--- config.mk ---
export PLATFORM = sky130hd
export DESIGN_NAME = atu_xlate
export DESIGN_NICKNAME = d
export VERILOG_FILES = /design/src/rtl/atu_pkg.sv /design/src/rtl/atu_win_regs.sv /design/src/rtl/atu_match.sv /design/src/rtl/atu_xlate.sv
export SDC_FILE = /design/constraint.sdc
export NUM_CORES = 1
export LEC_CHECK = 0
export BUFFER_PORTS_ARGS = -buffer_cell sky130_fd_sc_hd__buf_2
export CORE_MARGIN = 4
export CORE_UTILIZATION = 35
export CTS_BUF_LIST = sky130_fd_sc_hd__clkbuf_2
export CTS_CLUSTER_SIZE = 20
export DETAILED_ROUTE_END_ITERATION = 16
export SLEW_MARGIN = 20
export SYNTH_ARGS = -nofsm -noshare
export SYNTH_HDL_FRONTEND = slang
export SYNTH_HIERARCHICAL = 1
export SYNTH_SLANG_ARGS = --single-unit
--- constraint.sdc ---
create_clock -name clk -period 13.2 [get_ports clk]
set_input_delay 1.98 -clock clk [delete_from_list [all_inputs] [get_ports clk]]
set_output_delay 1.98 -clock clk [all_outputs]
set_load 0.02 [all_outputs]
--- src/rtl/atu_pkg.sv ---
package atu_pkg;
  localparam int unsigned ADDR_W = 64;
  localparam int unsigned WORD_W = 32;
  localparam int unsigned OFS_W  = 12;

  localparam logic [OFS_W-1:0] OFS_SEL  = 12'h900;
  localparam logic [OFS_W-1:0] OFS_KIND = 12'h904;
  localparam logic [OFS_W-1:0] OFS_ENA  = 12'h908;
  localparam logic [OFS_W-1:0] OFS_BLO  = 12'h90C;
  localparam logic [OFS_W-1:0] OFS_BHI  = 12'h910;
  localparam logic [OFS_W-1:0] OFS_LIM  = 12'h914;
  localparam logic [OFS_W-1:0] OFS_TLO  = 12'h918;
  localparam logic [OFS_W-1:0] OFS_THI  = 12'h91C;

  typedef enum logic [2:0] {
    XK_MEM  = 3'd0,
    XK_IO   = 3'd2,
    XK_CFG0 = 3'd4,
    XK_CFG1 = 3'd5
  } xkind_e;

  typedef struct packed {
    logic              en;
    logic [2:0]        kind;
    logic [WORD_W-1:0] base_lo;
    logic [WORD_W-1:0] base_hi;
    logic [WORD_W-1:0] limit;
    logic [WORD_W-1:0] tgt_lo;
    logic [WORD_W-1:0] tgt_hi;
  } win_t;
endpackage

--- src/rtl/atu_win_regs.sv ---
module atu_win_regs
  import atu_pkg::*;
#(
  parameter int unsigned NWIN = 2,
  localparam int unsigned IW = (NWIN > 1) ? $clog2(NWIN) : 1
) (
  input  logic                 clk,
  input  logic                 rst_n,
  input  logic                 wr_en,
  input  logic [OFS_W-1:0]     addr,
  input  logic [WORD_W-1:0]    wdata,
  output logic [WORD_W-1:0]    rdata,
  output win_t [NWIN-1:0]      wins
);
  logic          sel_in;
  logic [IW-1:0] sel_idx;

  always_ff @(posedge clk) begin
    if (!rst_n) begin
      sel_in  <= 1'b0;
      sel_idx <= '0;
    end else if (wr_en && addr == OFS_SEL) begin
      sel_in  <= wdata[WORD_W-1];
      sel_idx <= wdata[IW-1:0];
    end
  end

  for (genvar g = 0; g < NWIN; g++) begin : g_win
    logic hit_w;
    assign hit_w = wr_en && !sel_in && (sel_idx == IW'(g));
    always_ff @(posedge clk) begin
      if (!rst_n) begin
        wins[g] <= '0;
      end else if (hit_w) begin
        case (addr)
          OFS_KIND: wins[g].kind    <= wdata[2:0];
          OFS_ENA:  wins[g].en      <= wdata[WORD_W-1];
          OFS_BLO:  wins[g].base_lo <= wdata;
          OFS_BHI:  wins[g].base_hi <= wdata;
          OFS_LIM:  wins[g].limit   <= wdata;
          OFS_TLO:  wins[g].tgt_lo  <= wdata;
          OFS_THI:  wins[g].tgt_hi  <= wdata;
          default:  ;
        endcase
      end
    end
  end

  win_t cur;
  assign cur = wins[sel_idx];

  always_comb begin
    rdata = '0;
    if (addr == OFS_SEL) begin
      rdata[WORD_W-1] = sel_in;
      rdata[IW-1:0]   = sel_idx;
    end else if (!sel_in) begin
      case (addr)
        OFS_KIND: rdata[2:0]        = cur.kind;
        OFS_ENA:  rdata[WORD_W-1]   = cur.en;
        OFS_BLO:  rdata             = cur.base_lo;
        OFS_BHI:  rdata             = cur.base_hi;
        OFS_LIM:  rdata             = cur.limit;
        OFS_TLO:  rdata             = cur.tgt_lo;
        OFS_THI:  rdata             = cur.tgt_hi;
        default:  rdata             = '0;
      endcase
    end
  end

  // an inbound-selected write leaves every window untouched
  assert_inbound_ignored_R9: assert property (@(posedge clk) disable iff (!rst_n)
    (wr_en && sel_in && addr != OFS_SEL) |=> $stable(wins));

  // enables only move through a write to the enable offset
  assert_enable_guarded_R1: assert property (@(posedge clk) disable iff (!rst_n)
    !(wr_en && addr == OFS_ENA) |=> $stable(wins[0].en) && $stable(wins[NWIN-1].en));
endmodule

--- src/rtl/atu_match.sv ---
module atu_match
  import atu_pkg::*;
#(
  parameter int unsigned NWIN = 2,
  localparam int unsigned IW = (NWIN > 1) ? $clog2(NWIN) : 1
) (
  input  win_t [NWIN-1:0]   wins,
  input  logic [ADDR_W-1:0] addr,
  output logic              any_hit,
  output logic [IW-1:0]     win_idx,
  output logic [ADDR_W-1:0] xaddr,
  output logic [2:0]        xkind
);
  logic [NWIN-1:0] hitv;

  for (genvar g = 0; g < NWIN; g++) begin : g_cmp
    assign hitv[g] = wins[g].en &&
                     (addr[WORD_W-1:0] >= wins[g].base_lo) &&
                     (addr[WORD_W-1:0] <= wins[g].limit) &&
                     (addr[ADDR_W-1:WORD_W] == wins[g].base_hi);
  end

  always_comb begin
    win_idx = '0;
    for (int i = NWIN - 1; i >= 0; i--) begin
      if (hitv[i]) win_idx = IW'(i);
    end
  end

  assign any_hit = |hitv;

  win_t              w;
  logic [WORD_W-1:0] offs;
  assign w    = wins[win_idx];
  assign offs = addr[WORD_W-1:0] - w.base_lo;

  always_comb begin
    if (any_hit) begin
      xaddr = {w.tgt_hi, w.tgt_lo} + {{(ADDR_W-WORD_W){1'b0}}, offs};
      xkind = w.kind;
    end else begin
      xaddr = addr;
      xkind = XK_MEM;
    end
  end
endmodule

--- src/rtl/atu_xlate.sv ---
module atu_xlate
  import atu_pkg::*;
#(
  parameter int unsigned NWIN = 2,
  localparam int unsigned IW = (NWIN > 1) ? $clog2(NWIN) : 1
) (
  input  logic                clk,
  input  logic                rst_n,
  input  logic                cfg_wr,
  input  logic [OFS_W-1:0]    cfg_addr,
  input  logic [WORD_W-1:0]   cfg_wdata,
  output logic [WORD_W-1:0]   cfg_rdata,
  input  logic                req_valid,
  output logic                req_ready,
  input  logic [ADDR_W-1:0]   req_addr,
  output logic                rsp_valid,
  input  logic                rsp_ready,
  output logic [ADDR_W-1:0]   rsp_addr,
  output logic [2:0]          rsp_kind,
  output logic                rsp_miss,
  output logic [IW-1:0]       rsp_win
);
  win_t [NWIN-1:0]   wins;
  logic              m_hit;
  logic [IW-1:0]     m_idx;
  logic [ADDR_W-1:0] m_addr;
  logic [2:0]        m_kind;

  atu_win_regs #(.NWIN(NWIN)) u_regs (
    .clk   (clk),
    .rst_n (rst_n),
    .wr_en (cfg_wr),
    .addr  (cfg_addr),
    .wdata (cfg_wdata),
    .rdata (cfg_rdata),
    .wins  (wins)
  );

  atu_match #(.NWIN(NWIN)) u_match (
    .wins    (wins),
    .addr    (req_addr),
    .any_hit (m_hit),
    .win_idx (m_idx),
    .xaddr   (m_addr),
    .xkind   (m_kind)
  );

  assign req_ready = !rsp_valid || rsp_ready;

  always_ff @(posedge clk) begin
    if (!rst_n) begin
      rsp_valid <= 1'b0;
      rsp_addr  <= '0;
      rsp_kind  <= '0;
      rsp_miss  <= 1'b0;
      rsp_win   <= '0;
    end else if (req_ready) begin
      rsp_valid <= req_valid;
      if (req_valid) begin
        rsp_addr <= m_addr;
        rsp_kind <= m_kind;
        rsp_miss <= !m_hit;
        rsp_win  <= m_idx;
      end
    end
  end

  // a stalled response holds all fields
  assert_stall_hold_R11: assert property (@(posedge clk) disable iff (!rst_n)
    (rsp_valid && !rsp_ready) |=> rsp_valid && $stable(rsp_addr) &&
      $stable(rsp_kind) && $stable(rsp_miss) && $stable(rsp_win));

  // an accepted request yields a response on the next cycle
  assert_accept_resp_R11: assert property (@(posedge clk) disable iff (!rst_n)
    (req_valid && req_ready) |=> rsp_valid);

  // a miss carries the memory kind code
  assert_miss_kind_R8: assert property (@(posedge clk) disable iff (!rst_n)
    (rsp_valid && rsp_miss) |-> rsp_kind == 3'd0);
endmodule

* After elaboration in Yosys (flattened, before gate mapping)
Index checks and enable logic that the tools add are counted.
** Storage, ports and cells
- Register bits :: 400
- Output and inout port bits :: 103
** Operators by class
- $add $sub $neg :: 2
- $lt $le $gt $ge :: 6
- Eq/ne operators :: 10
- Mux-type cells :: 15
- Bitwise operators :: 1
- Reductions and logical operators :: 30
** Operators by type and width (count)
- 2-to-1 mux 164 bit :: 2
- 2-to-1 mux 163 bit :: 2
- case mux 28 bit (5 select lines) :: 1
- == test 12 bit (second input constant) :: 8
- adder 64 x 32 -> 64 bit :: 1
- == test 32 bit :: 2
- >= comparator 32 bit :: 2
- less-or-equal comparator 32 bit :: 2
- 2-to-1 mux 64 bit :: 1
- 2-to-1 mux 32 bit :: 1
- subtractor 32 bit :: 1
- 2-to-1 mux 30 bit :: 1
- AND reduction 2 bit :: 15
- case mux 3 bit (6 select lines) :: 1
- logical AND 1 bit :: 10
- case mux 1 bit (6 select lines) :: 1
- < comparator 1 x 2 -> 1 bit (second input constant) :: 2
- 2-to-1 mux 1 bit :: 4
- zero test 1 bit :: 3
- 2-to-1 mux 3 bit :: 1
- OR reduction 2 bit :: 1
- logical OR 1 bit :: 1
- inverter 1 bit :: 1

* Logic depth before layout (Yosys ltp)
- Word-level depth :: 11
- Gate-level depth with buffers :: 43

* Modules after synthesis
Netlist, hierarchy kept.
** By module, submodules not included
- atu_win_regs :: instances 1, cells each 1821, area an instance 15319.7 um^2, seq. area each 6606.3 um^2
- atu_match :: instances 1, cells each 1563, area an instance 10223.6 um^2, seq. area each 0.0 um^2
- atu_xlate :: instances 1, cells each 303, area an instance 2758.9 um^2, seq. area each 1401.3 um^2

* Worst setup path after synthesis
No wires, ideal clock.
- Path type :: input to register
- Start point :: input port req_addr[14]
- End point :: register rsp_addr[37]
- Library setup time :: 0.072 ns
- Arrival :: 9.783 ns
- Required time :: 13.128 ns
- Slack :: 3.346 ns
- Stages :: 42
- Path through :: ha_1 nand4_1 or4_1 nor4_1 a221oi_1 nand2_1 o211a_1 buf_2 nand2_1 buf_2 clkbuf_1 buf_1 nand2_1 nand2_1 ha_1 fa_1 nor2b_1 o2111ai_1 [6 not listed] nor3_1 a21o_1 a21oi_1 xnor2_1 ha_1 nand3_1 nor3_1 and4_1 o41a_1 o41ai_1 o21bai_2 clkbuf_1 nor2_1 xnor2_1 o211a_1 a21oi_1 nand2_1 mux2i_1
** On the way
- Longest elaborated chain between the ends :: 11
- Elaborated cells on any way between the ends :: 18
- Classes of those cells :: add/sub: 2; order compare: 4; mux: 5; reduce/logical: 7
** RTL lines
- start: declaration :: RTL line atu_xlate.sv:15 : input logic [ADDR_W-1:0] req_addr,
- >= comparator 32 bit :: RTL line atu_match.sv:18 : (addr[WORD_W-1:0] >= wins[g].base_lo) &&
- logical AND 1 bit :: RTL line atu_match.sv:17 : assign hitv[g] = wins[g].en &&
- logical AND 1 bit :: RTL line atu_match.sv:18
- logical AND 1 bit :: RTL line atu_match.sv:19 : (addr[WORD_W-1:0] <= wins[g].limit) &&
- 2-to-1 mux 1 bit (2 in a row) :: RTL line atu_match.sv:26 : if (hitv[i]) win_idx = IW'(i);
- 2-to-1 mux 163 bit (not written as such) (2 in a row) :: RTL line atu_match.sv:34 : assign w = wins[win_idx];
- subtractor 32 bit :: RTL line atu_match.sv:35 : assign offs = addr[WORD_W-1:0] - w.base_lo;
- adder 64 x 32 -> 64 bit :: RTL line atu_match.sv:39 : xaddr = {w.tgt_hi, w.tgt_lo} + {{(ADDR_W-WORD_W){1'b0}}, offs};
- 2-to-1 mux 64 bit * :: RTL line atu_match.sv:38 : if (any_hit) begin
- net m_addr[37] :: RTL line atu_xlate.sv:26 : logic [ADDR_W-1:0] m_addr;
- end signal: assignment :: RTL line atu_xlate.sv:60 : rsp_addr <= m_addr;
- end: declaration :: RTL line atu_xlate.sv:18 : output logic [ADDR_W-1:0] rsp_addr,
Mark *: on every way through the listed nets, which the timed path passes. The rest lies on a longest branch. The select of a mux whose other input is x is not followed.
A chain may end at the register's enable or synchronous reset.

* Worst setup path after layout
- Start point :: input port req_addr[7]
- End point :: register rsp_addr[63]
Same word-level chain as after synthesis.

==> run summary <==
DR iter-0 viols: 3191
Fin. Hold Viols: 0
Top cell by count, worst path: nand2_1
CP bufs+invs: 4
detailed-route wire length per cell: 24.2 µm
slowest library cell on the worst path: nor4_1
row cnt: 104
Leak: 11.7 nW
crit start category: input pin
Worst VDD drop: 0.0000530 V
RSZ-0062 raised after global routing: no
final wirelength: 121 mm
commonest cells in the netlist: nand2_1 (1040), dfxtp_1 (400), a21boi_1 (223), ha_1 (191), mux2i_1 (162)
Net Count, Synth: 3993
post-layout min period: 10600 ps
Clock Pin Slew Worst Setup and Hold Paths: 100 ps
Num CTS Buffers: 116
initial antenna violation count: 8
Routed Antenna Nets: 0
PwrDens: 82.8 nW/µm²
Gates resized, CTS repair: 0
Final Util: 0.388
I/O Buffers: 215
sequential area share after synthesis: 0.283
full die area: 85500 µm²
TritonCTS clock tree: yes
Worst EP required: 14290 ps
Top delay family on crit path: simple AND/OR/NAND/NOR gates
final setup violation count: 0
Worst Hold Class: reg2reg
global route overflow: 0
DRC viols: 0
I/O pin total: 216
Final Cell Area: 31100 µm²
Post-CTS Hold Buffers: 0
number of max-cap violations: 0
Nets: 4126
P&R area growth vs syn: 10.0%
final setup TNS: 0 ps
Die W: 292 µm
outcome: complete, no violations
Clock Path Buffers: 3
die height: 292 µm
Async S/R FF share, synth: 0
crit share post-route: 0.803
Largest stage delay, worst path: 860 ps
CP endpoint kind: flop
largest net degree at the start of global routing: 212
placed cells: 4762
Core ar.: 80300 µm²
Starting Density: 0.353
top cells by area, synth: dfxtp_1 (28%), nand2_1 (14%), ha_1 (8.4%)
CTS Root Cell: clkbuf_2
First-pass DRT Iterations: 6
top-count cell post-synth: nand2_1
relative slew slack: 0.248
DR vias/cell: 5.64
Avg Cell Area, Syn: 7.68 µm²
Netlist Area Pre-Place: 28300 µm²
GRT Total Usage: 0.270
clock skew: 141 ps
Area after DPL: 30000 µm²
Critical Path AT: 11690 ps
placed wire-length estimate: 88.9 mm
Critical Path Fanout Max: 30
Tightest Pin Transition: 1130 ps
largest area contributor in the netlist: dfxtp_1
number of global-route vias before repair: 26.0k
total power: 2.58 mW
Finished Layout Cells: 4978
Vias: 28.1k
Post-synth EDFFs: 0
RePlAce Congestion: 0.977
worst-skew pair later-pin latency: 1240 ps
Synth top area share: 0.283
first-pass GRT wire length: 175 mm
Post-Syn Instances: 3687
kind of critical path: in2reg
share of post-route cells with drive strength above 1: 0.142
Clock Sink Count: 400
htree depth: 3
post-CTS setup buffers: 0
f_max: 94.3 MHz
Yosys reg bits: 400
Top FF cell, synth: dfxtp_1
Unique masters post-synth: 88
Yosys warnings: 6
fill count: 8332
max-slew violations: 0
[stage by stage]
stage | worst slack (ps) | hold slack [ps]
after floorplan | 3350 | 445
after global placement | 1660 | 440
after detailed placement | 1620 | 443
after CTS | 2960 | 460
after global routing | 2260 | 477
final | 2600 | 457
[layout by cell type (no fill, tap or decap), drive strengths merged, types with 8 or more instances in the layout]
cell / count
a211oi: 15
a21boi: 335
a21o: 35
a21oi: 148
a22oi: 37
and3: 19
buf: 255
clkbuf: 175
clkinv: 26
dfxtp: 400
diode: 9
ha: 191
inv: 162
mux2: 23
mux2i: 162
mux4: 38
nand2: 1040
nand2b: 15
nand3: 68
nand4: 47
nor2: 135
nor2b: 14
nor3: 34
nor4: 41
o211a: 8
o211ai: 14
o21a: 15
o21ai: 133
o22ai: 30
or2: 10
or3: 12
xnor2: 75
xor2: 101
[worst register-to-register path, delay by kind of cell (launching register included)]
family          cells  cell delay [ps]
mux                 1              100
fa+ha+maj           4             1330
compound gates     12             2750
simple gates       18             4310
xor+xnor            2              300
flops               1              420
buf+inv             4              910
[flip-flops by register name, summed over array words and instances, names as in the netlist]
signal          flops
rsp_kind            3
rsp_win             1
u_regs/sel_in       1
u_regs/wins       328
rsp_valid           1
rsp_addr           64
rsp_miss            1
u_regs/sel_idx      1
[where the power goes]
group	switching, mW	internal, mW	leakage, nW	total, mW
Combinational	0.221	0.127	7.60	0.347
Clock	0.593	0.412	0.824	1.01
Sequential	0.00710	1.22	3.23	1.23
Total	0.821	1.76	11.7	2.58
[path summary, 6_finish.rpt]
check	cells after the start	slack, ps	start	endpoint
max	41	2600	req_addr[7]	rsp_addr[63]$_SDFFE_PN0P_
min	2	460	rsp_addr[4]$_SDFFE_PN0P_	rsp_addr[4]$_SDFFE_PN0P_
max reg2reg	41	2990	u_regs/wins[69]$_SDFFE_PN0P_	rsp_addr[63]$_SDFFE_PN0P_
min reg2reg	2	460	rsp_addr[4]$_SDFFE_PN0P_	rsp_addr[4]$_SDFFE_PN0P_
[cell families (layout without fill, tap and decap cells)]
| group | after synthesis | in the layout | share of synthesized area |
|---|---|---|---|
| and+or+nand+nor | 1470 | 1470 | 0.223 |
| AOI/OAI and AO/OA | 825 | 825 | 0.197 |
| DFF | 400 | 400 | 0.283 |
| buffers and inverters | 400 | 622 | 0.0593 |
| muxes | 223 | 223 | 0.0968 |
| adders and majority gates | 193 | 193 | 0.0859 |
| xor gates and xnor gates | 176 | 176 | 0.0545 |
| other | 0 | 9 | 0 |
[layer usage]
metal / vias up / part of all wire / routed length, µm / global-route usage
li1: 13012 / - / - / -
met1: 13396 / 0.43 / 52000 / 0.369
met2: 1388 / 0.43 / 51400 / 0.410
met3: 286 / 0.098 / 11800 / 0.0616
met4: 2 / 0.044 / 5350 / 0.113
met5: - / 0.00011 / 13 / 0
[cell type report]
| type | instances | area [µm²] | share of cell area |
|---|---|---|---|
| Antenna cell | 9 | 22.5 | 0.000723 |
| Clock buffer | 175 | 876 | 0.0281 |
| Clock inverter | 32 | 210 | 0.00675 |
| Inverter | 160 | 601 | 0.0193 |
| Multi-Input combinational cell | 2887 | 18700 | 0.600 |
| Sequential cell | 400 | 8010 | 0.257 |
| Tap cell | 1060 | 1330 | 0.0426 |
| Timing Repair Buffer | 255 | 1400 | 0.0449 |
(Power assumes the default switching activity.)
